File: src/rtl/fxmac_pkg.sv
package fxmac_pkg;
   typedef enum logic [2:0] {
      OP_NOP  = 3'd0,
      OP_MUL  = 3'd1,
      OP_MADD = 3'd2,
      OP_MSUB = 3'd3,
      OP_RND  = 3'd4,
      OP_SAT  = 3'd5,
      OP_CLR  = 3'd6,
      OP_RSV  = 3'd7
   } fxmac_op_e;
endpackage

File: src/rtl/fxmac_prod.sv
module fxmac_prod #(
   parameter int OP_W  = 32,
   parameter int ACC_W = 80
) (
   input  logic [OP_W-1:0]  x_op,
   input  logic [OP_W-1:0]  y_op,
   input  logic             x_signed,
   input  logic             y_signed,
   input  logic             frac_mode,
   output logic [ACC_W-1:0] prod_o
);
   localparam int FULL_W = 2*OP_W + 2;
   localparam int PAD_W  = ACC_W - FULL_W;

   logic signed [OP_W:0]     x_ext;
   logic signed [OP_W:0]     y_ext;
   logic signed [FULL_W-1:0] full;
   logic [ACC_W-1:0]         wide;

   assign x_ext = {x_signed & x_op[OP_W-1], x_op};
   assign y_ext = {y_signed & y_op[OP_W-1], y_op};
   assign full  = FULL_W'(x_ext) * FULL_W'(y_ext);

   generate
      if (PAD_W > 0) begin : g_pad
         assign wide = {{PAD_W{full[FULL_W-1]}}, full};
      end else begin : g_nopad
         assign wide = full[ACC_W-1:0];
      end
   endgenerate

   // a signed fractional product carries two sign bits; drop one
   assign prod_o = (frac_mode && x_signed && y_signed) ? (wide << 1) : wide;
endmodule

File: src/rtl/fxmac_round.sv
module fxmac_round #(
   parameter int OP_W  = 32,
   parameter int ACC_W = 80
) (
   input  logic [ACC_W-1:0] val_i,
   input  logic             en_i,
   output logic [ACC_W-1:0] val_o
);
   localparam logic [ACC_W-1:0] HALF = ACC_W'(1) << (OP_W-1);
   localparam logic [ACC_W-1:0] KEEP = ~((ACC_W'(1) << OP_W) - ACC_W'(1));

   logic             tie;
   logic [ACC_W-1:0] bumped;

   assign tie    = (val_i[OP_W-1:0] == {1'b1, {(OP_W-1){1'b0}}});
   assign bumped = (tie && !val_i[OP_W]) ? val_i : (val_i + HALF);
   assign val_o  = en_i ? (bumped & KEEP) : val_i;
endmodule

File: src/rtl/fxmac_sat.sv
module fxmac_sat #(
   parameter int OP_W  = 32,
   parameter int ACC_W = 80
) (
   input  logic [ACC_W-1:0] val_i,
   input  logic             signed_i,
   output logic [ACC_W-1:0] val_o,
   output logic             hit_o
);
   localparam int WORD2 = 2*OP_W;
   localparam int TOP_W = ACC_W - WORD2;
   localparam logic [ACC_W-1:0] SMAX = (ACC_W'(1) << (WORD2-1)) - ACC_W'(1);
   localparam logic [ACC_W-1:0] UMAX = (ACC_W'(1) << WORD2) - ACC_W'(1);

   logic [TOP_W:0]   s_field;
   logic [TOP_W-1:0] u_field;
   logic             s_hit;
   logic             u_hit;

   assign s_field = val_i[ACC_W-1:WORD2-1];
   assign u_field = val_i[ACC_W-1:WORD2];
   assign s_hit   = !((&s_field) || !(|s_field));
   assign u_hit   = |u_field;

   always_comb begin
      val_o = val_i;
      hit_o = 1'b0;
      if (signed_i) begin
         hit_o = s_hit;
         if (s_hit) val_o = val_i[ACC_W-1] ? ~SMAX : SMAX;
      end else begin
         hit_o = u_hit;
         if (u_hit) val_o = val_i[ACC_W-1] ? '0 : UMAX;
      end
   end
endmodule

File: src/rtl/fxmac_unit.sv
module fxmac_unit
   import fxmac_pkg::*;
#(
   parameter int OP_W    = 32,
   parameter int RF_W    = 40,
   parameter int ACC_W   = 80,
   parameter int NUM_ACC = 2,
   localparam int SEL_W  = (NUM_ACC > 1) ? $clog2(NUM_ACC) : 1
) (
   input  logic                     clk,
   input  logic                     rst_n,
   input  logic [2:0]               opcode,
   input  logic [RF_W-1:0]          x_word,
   input  logic [RF_W-1:0]          y_word,
   input  logic                     x_signed,
   input  logic                     y_signed,
   input  logic                     frac_mode,
   input  logic                     round_en,
   input  logic [SEL_W-1:0]         acc_sel,
   input  logic                     to_rf,
   output logic                     rf_we,
   output logic [RF_W-1:0]          rf_wdata,
   output logic                     ovf,
   output logic [NUM_ACC*ACC_W-1:0] mr_q
);
   localparam int PAD_RF = RF_W - OP_W;

   generate
      if (ACC_W < 2*OP_W + 2) begin : g_bad_acc
         $error("ACC_W must hold a full product plus guard bits");
      end
      if (RF_W < OP_W) begin : g_bad_rf
         $error("RF_W must be at least OP_W");
      end
      if (NUM_ACC < 2) begin : g_bad_num
         $error("NUM_ACC must be at least 2");
      end
   endgenerate

   fxmac_op_e        op;
   logic [OP_W-1:0]  x_op, y_op;
   logic [ACC_W-1:0] prod, mr_cur, acc_sum, rnd_val, sat_val, wr_val;
   logic             is_mul, rnd_en, sat_hit, wr_en;
   logic [OP_W-1:0]  rf_word;
   logic [ACC_W-1:0] mr [NUM_ACC];

   assign op     = fxmac_op_e'(opcode);
   assign x_op   = x_word[RF_W-1 -: OP_W];
   assign y_op   = y_word[RF_W-1 -: OP_W];
   assign is_mul = (op == OP_MUL) || (op == OP_MADD) || (op == OP_MSUB);

   fxmac_prod #(.OP_W(OP_W), .ACC_W(ACC_W)) prod_i (
      .x_op(x_op), .y_op(y_op), .x_signed(x_signed), .y_signed(y_signed),
      .frac_mode(frac_mode), .prod_o(prod)
   );

   always_comb begin
      mr_cur = '0;
      for (int i = 0; i < NUM_ACC; i++) begin
         if (acc_sel == SEL_W'(i)) mr_cur = mr[i];
      end
   end

   always_comb begin
      case (op)
         OP_MADD: acc_sum = mr_cur + prod;
         OP_MSUB: acc_sum = mr_cur - prod;
         OP_RND:  acc_sum = mr_cur;
         default: acc_sum = prod;
      endcase
   end

   assign rnd_en = frac_mode && (is_mul ? round_en : (op == OP_RND));

   fxmac_round #(.OP_W(OP_W), .ACC_W(ACC_W)) round_i (
      .val_i(acc_sum), .en_i(rnd_en), .val_o(rnd_val)
   );

   fxmac_sat #(.OP_W(OP_W), .ACC_W(ACC_W)) sat_i (
      .val_i(mr_cur), .signed_i(x_signed), .val_o(sat_val), .hit_o(sat_hit)
   );

   always_comb begin
      wr_en  = 1'b0;
      wr_val = rnd_val;
      case (op)
         OP_MUL, OP_MADD, OP_MSUB: wr_en = !to_rf;
         OP_RND: wr_en = 1'b1;
         OP_SAT: begin wr_en = 1'b1; wr_val = sat_val; end
         OP_CLR: begin wr_en = 1'b1; wr_val = '0; end
         default: wr_en = 1'b0;
      endcase
   end

   generate
      for (genvar g = 0; g < NUM_ACC; g++) begin : g_acc
         always_ff @(posedge clk) begin
            if (!rst_n) mr[g] <= '0;
            else if (wr_en && (acc_sel == SEL_W'(g))) mr[g] <= wr_val;
         end
         assign mr_q[g*ACC_W +: ACC_W] = mr[g];
      end
   endgenerate

   always_ff @(posedge clk) begin
      if (!rst_n) ovf <= 1'b0;
      else        ovf <= (op == OP_SAT) && sat_hit;
   end

   assign rf_word = frac_mode ? rnd_val[2*OP_W-1:OP_W] : rnd_val[OP_W-1:0];
   assign rf_we   = is_mul && to_rf;

   generate
      if (PAD_RF > 0) begin : g_rf_pad
         assign rf_wdata = {rf_word, {PAD_RF{1'b0}}};
      end else begin : g_rf_flat
         assign rf_wdata = rf_word;
      end
   endgenerate
endmodule

File: config.mk
export PLATFORM = sky130hd
export DESIGN_NAME = fxmac_unit
export DESIGN_NICKNAME = d
export VERILOG_FILES = /design/src/rtl/fxmac_pkg.sv /design/src/rtl/fxmac_prod.sv /design/src/rtl/fxmac_round.sv /design/src/rtl/fxmac_sat.sv /design/src/rtl/fxmac_unit.sv
export SDC_FILE = /design/constraint.sdc
export NUM_CORES = 2
export LEC_CHECK = 0
export BUFFER_PORTS_ARGS = -buffer_cell sky130_fd_sc_hd__buf_4
export CAP_MARGIN = 20
export CORE_MARGIN = 2
export CORE_UTILIZATION = 55
export DETAILED_ROUTE_END_ITERATION = 10
export PLACE_DENSITY = 0.69
export SLEW_MARGIN = 20
export SYNTH_ARGS = -nofsm -noshare
export SYNTH_HDL_FRONTEND = slang
export SYNTH_SLANG_ARGS = --single-unit
File: constraint.sdc
create_clock -name clk -period 31.9 [get_ports clk]
set_clock_uncertainty 0.2 [all_clocks]
set_input_delay 1.595 -clock clk [delete_from_list [all_inputs] [get_ports clk]]
set_output_delay 1.595 -clock clk [all_outputs]
set_load 0.05 [all_outputs]
# Word-level counts from Yosys, hierarchy flattened
# Memory sizes are Yosys's and may differ from the RTL's.
# Cells that the tools add are included.
[classes] addsub=3 n_reduce_logical=20 eq_ne=7 n_mul=1 mux=24 bitwise=5
[ops] op="$mux W80" count=9
[ops] op="$pmux W80 S3" count=1
[ops] op="$pmux W80 S2" count=1
[ops] op="$add A80 B32 Y80 const B" count=1
[ops] op="$add A80 B80 Y80" count=1
[ops] op="$sub A80 B80 Y80" count=1
[ops] op="$mul A33 B33 Y66" count=1
[ops] op="$mux W66" count=1
[ops] op="$mux W64" count=1
[ops] op="$eq A32 B32 Y1 const B" count=1
[ops] op="$mux W32" count=1
[ops] op="$reduce_and A17 Y1" count=1
[ops] op="$reduce_or A17 Y1" count=1
[ops] op="$reduce_or A16 Y1" count=1
[ops] op="$eq A3 B3 Y1 const B" count=3
[ops] op="$mux W1" count=9
[ops] op="$logic_and A1 B1 Y1" count=8
[ops] op="$eq A3 B2 Y1 const B" count=2
[ops] op="$reduce_or A3 Y1" count=2
[ops] op="$logic_not A1 Y1" count=4
[ops] op="$eq A3 B1 Y1 const B" count=1
[ops] op="$logic_or A1 B1 Y1" count=3
[ops] op="$and A1 B1 Y1" count=2
[ops] op="$or A1 B1 Y1" count=2
[ops] op="other kinds (2)" count=2
[word_totals] regBits=1 in_bits=91 mem_count=1 elab_cells=62 ramBits=160 out_inout_bits=202
[memory_table] name="mr" depth=2 word_bits=80 read_ports=2 rd_clocked_by_memory_dff=0 write_ports=2 line="fxmac_unit.sv:45" rtl="logic [ACC_W-1:0] mr [NUM_ACC];"

# Longest topological paths before layout
[logic_depth] word_depth=11 mapped_depth=55 mapped_depth_nobuf=48

# By module
# From an unflattened synthesis, not the netlist that was laid out.
[unflattened] hier_cells=6518 area_unflattened_um2=57058.5
[modules_own_cells] module="fxmac_prod" area_each_um2=39365.3 seq_area_each_um2=0.0 cells_each=4399 n_inst=1
[modules_own_cells] module="fxmac_unit" area_each_um2=15443.6 seq_area_each_um2=4824.6 cells_each=1787 n_inst=1
[modules_own_cells] module="fxmac_round" area_each_um2=1397.6 seq_area_each_um2=0.0 cells_each=219 n_inst=1
[modules_own_cells] module="fxmac_sat" area_each_um2=852.1 seq_area_each_um2=0.0 cells_each=113 n_inst=1

# Worst setup path after synthesis
# Ideal clock, no wire load.
[synth_timing] kind="input port to output port" startpoint="in x_signed" endpoint="out rf_wdata[34]" slack_ps=15778 required_ps=30105 n_path_buf=5 cell_stages=47 t_arrival_ps=14327 path_cell_list="clkbuf_1 -> and2_1 -> clkbuf_1 -> clkbuf_1 -> nand2_1 -> inv_1 -> fa_1 -> inv_1 -> fa_1 -> inv_1 -> fa_1 -> fa_1 -> inv_1 -> fa_1 -> inv_1 -> fa_1 -> inv_1 -> fa_1 -> (+11 left out) -> or3_1 -> or2_2 -> nor4_1 -> nor2_1 -> xor2_1 -> ha_1 -> clkbuf_1 -> nand2_1 -> nor3_1 -> nand3_1 -> a2111oi_0 -> or2_2 -> xor2_1 -> a21oi_1 -> or2_2 -> nor4_1 -> xnor2_1 -> a21oi_1"
[synth_between] elab_chain_cells=10 elab_cells_between_ends=15 cone_classes="add/sub: 3; mul: 1; eq/ne: 1; mux: 5; bitwise: 1; reduce/logical: 4"
[synth_lines] item="from (decl)" line="fxmac_unit.sv:15" rtl="input logic x_signed,"
[synth_lines] item="$and A1 B1 Y1 / $logic_and A1 B1 Y1 (equally long branches)" line="fxmac_prod.sv:20, fxmac_prod.sv:33"
[synth_lines] item="$mul A33 B33 Y66 / $logic_and A1 B1 Y1 (equally long branches)" line="fxmac_prod.sv:22, fxmac_prod.sv:33"
[synth_lines] item="$mux W66 *" line="fxmac_prod.sv:33" rtl="assign prod_o = (frac_mode && x_signed && y_signed) ? (wide << 1) : wide;"
[synth_lines] item="$sub A80 B80 Y80 / $add A80 B80 Y80 (equally long branches)" line="fxmac_unit.sv:67, fxmac_unit.sv:66"
[synth_lines] item="$pmux W80 S3 *" line="fxmac_unit.sv:65" rtl="case (op)"
[synth_lines] item="branches (longest 3 deep; another with $add A80 B32 Y80)"
[synth_lines] item="$mux W80 *" line="fxmac_round.sv:17" rtl="assign val_o = en_i ? (bumped & KEEP) : val_i;"
[synth_lines] item="$mux W32 *" line="fxmac_unit.sv:110" rtl="assign rf_word = frac_mode ? rnd_val[2*OP_W-1:OP_W] : rnd_val[OP_W-1:0];"
[synth_lines] item="to (decl)" line="fxmac_unit.sv:22" rtl="output logic [RF_W-1:0] rf_wdata,"
# Mark *: on every way between the ends.

# Final worst setup path
[layout_timing] startpoint="in x_signed" endpoint="out rf_wdata[38]"
# The elaborated chain is that of the path after synthesis.

==> impl_results.md <==
* Status: finished, final reports clean
* Ys flop type: edfxtp_1
* Fmax at 52.0 MHz
* Clk Latency, worst-skew pair at 0.51 ns
* I/O pin cnt at roughly 290
* Setup-failing EPs final at 0
* Post-CTS setup buffer count at 0
* XOR/XNOR Fraction of Synth Area at under 10%
* H-tree depth at 4
* Max Slew Vio Count at 0
* TritonCTS Buffers at 25
* Die Width at approximately 330 um
* CTS sink count at roughly 160
* Reg-to-reg startpoint: mr[1][0]
* Vias/cell at 6.01
* Worst R2R Path Depth at 18
* Area after DPL at slightly above 0.06 mm2
* Die height at between 300 and 400 um
* Average wire per standard cell at between 20 and 25 um
* Post-Synthesis Cells at 7,075
* Hpwl dp at between 100 and 150 mm
* Mapped Area at 0.0595 mm2
* Crit end category: output pin
* Worst Hold End: mr[1][38]
* Die ar. at approximately 0.11 mm2
* Final instance area at roughly 0.063 mm2
* Placer Congestion at 0.974
* Num rows at 120
* Total grt overflow at 0
* Initial core utilization at 55.5%
* Reg2reg setup slack at 24.77 ns
* Crit-path max cell delay at ~0.9 ns
* Detailed Route WL at around 180 mm
* Number of global-route vias before repair at ~51,000
* Relative slew slack at between 10% and 20%
* Core Util, Final at between 50 and 60%
* # resized after CTS at 0
* Gr usage total at 33.4%
* Worst-path maximum fanout at 24
* Number of synthesized flops with an enable pin at 160
* Post-synthesis mux area share at 2.52%
* Levels on crit path at between 40 and 50
* Worst setup SP type: input pin
* Sequential share of the synthesized area at under 10%
* Synth cell count leaders: inv_1, fa_1, nand2_1
* Largest net degree at the start of global routing at ~60
* Synth area leader: fa_1
* Hold wc startpoint: mr[0][38]
* Hold bufs inserted after CTS at 0
* Max-cap viol count at 0
* Critical path origin: x_signed
* Iter 0 DRT Violations at 4,201
* CTS tree: yes
* Reg2reg end: mr[0][67]
* Distinct cells, synth at between 100 and 150
* Area grow syn2layout at 5.41%
* Clock buffer depth at 3
* Ranking of synthesized cells by area: fa_1, edfxtp_1, inv_1, nand2_1, ha_1
* Largest family of logic cells by synthesized area: adder cells
* Yosys top cell area share at between 30% and 40%
* Initial antenna violation count at 5
* Asr flop ratio synth at 0%
* RSZ-0062 raised after global routing: false
* Worst path top cell family by delay: adder cells
* Share of layout cells above drive strength 1 at 6.80%
* Nets at 8,527
* Via count at ~50,000
* Crit path required time at around 30 ns
* Drt first pass iters at 6
* Data arrival, critical path at approximately 17 ns
* Synth Area in Compound Gates at 12.5%
* Clock-pin slew on the worst setup and hold paths at roughly 0.060 ns
* Worst hold stages at 4
* Hold WC Path Type: reg2reg
* Minimum clock period at between 15 and 20 ns
* DRC at 0
* Core Box Area at 0.107 mm2
* Antenna Nets Post-Route at 0
* Adder-Cell Fraction of Synth Area at approximately 45%
* Clock Root Buffer: clkbuf_16
* Setup tns final at 0 ns
* FILL cells at approximately 9,700
* Slew @ Worst Pin at 1.27 ns
* Yosys reg bits at about 160
* Port buffer count at ~270
* CP max stage cell: fa_1
* Critical path's most frequent cell: fa_1
* Simple-gate portion of the synthesized area at 18.7%
* Most common cell in the netlist: inv_1
* Syn Area/Cell at about 8.4 um2
* First-pass GRT wire length at 293 mm
* Type of the worst setup path: in2out
* Synth warnings at 0
* Count of final hold-check violations at 0
* Worst path buffer plus inverter count at 11
* Tcrit/Tclk final at between 60% and 70%
placed cells by master, fill, tap and decap left out, types with 25 or more instances in the layout:
master     count
nand2_1      995
nor2_1       388
xor2_1        93
nor4_1        33
nand4_1       91
a21oi_1      402
nor3_1        88
o211ai_1      58
mux2i_1       89
and2_1       408
ha_1         298
o21ai_0      213
nand2b_1      31
buf_4        311
o21a_1        36
or2_2         27
fa_1        1145
edfxtp_1     160
a211oi_1      39
or3_1         35
nand3_1       74
inv_1       1202
mux2_2        54
a31oi_1       30
a21o_1        55
xnor2_1      106
o22ai_1       29
a211o_1       25
and3_1        53
clkbuf_16     25
per-layer routing:
| metal | routed length [um] | up-vias | part of all wire [%] | GRT usage (%) |
|---|---|---|---|---|
| li1 | - | 22500 | - | - |
| met1 | 79000 | 25500 | 43 | 48.5 |
| met2 | 82200 | 2298 | 45 | 51.9 |
| met3 | 16000 | 238 | 8.8 | 4.75 |
| met4 | 5640 | 2 | 3.1 | 10.1 |
| met5 | 8 | - | 0.0044 | 0 |
layout make-up:
cell class / instances / area, um2 / area share, %
sequential: 161 / 4820 / 7.69
inverter: 1203 / 4520 / 7.20
antenna: 4 / 10.0 / 0.0160
multi-input combinational: 5290 / 48600 / 77.5
clock inverter: 6 / 60.1 / 0.0957
tap: 1403 / 1760 / 2.80
timing repair buffer: 311 / 2330 / 3.72
clock buffer: 26 / 639 / 1.02
through the flow:
step                instances  setup WS (ns)  hold WS, ns
floorplan                7082          15.78        0.923
global placement         8368          12.83        0.583
detailed placement       8368          12.85        0.592
CTS                      8400          12.74        0.614
global route             8403          11.86        0.694
finish                   8404          12.67        0.630
how the worst max path moves through the flow:
stage          slack [ns]           end
6_report            12.67  rf_wdata[38]
5_1_grt             11.86  rf_wdata[38]
4_1_cts             12.74  rf_wdata[38]
3_5_place_dp        12.85  rf_wdata[38]
3_3_place_gp        12.83  rf_wdata[38]
2_1_floorplan       15.78  rf_wdata[34]
worst min-delay path: stages (launching register included):
cell and delay, ns:
edfxtp_1 0.35, mux2i_1 0.08, a21oi_1 0.14, a21oi_1 0.07, nor2_1 0.08
kinds of logic after synthesis:
kind of cell             after synthesis
adder cells (fa/ha/maj)             1444
other                                  1
flip-flops                           161
multiplexers                         143
buffers and inverters               1631
AND/OR/NAND/NOR                     2338
XOR/XNOR                             200
AO/OA/AOI/OAI                       1157
sequential cells by signal (all words and copies together), names as in the netlist:
name / count
mr: 160
ovf: 1
Power is not shown: default switching activity piles up to over one toggle a cycle in this logic, so the estimate is an artifact.
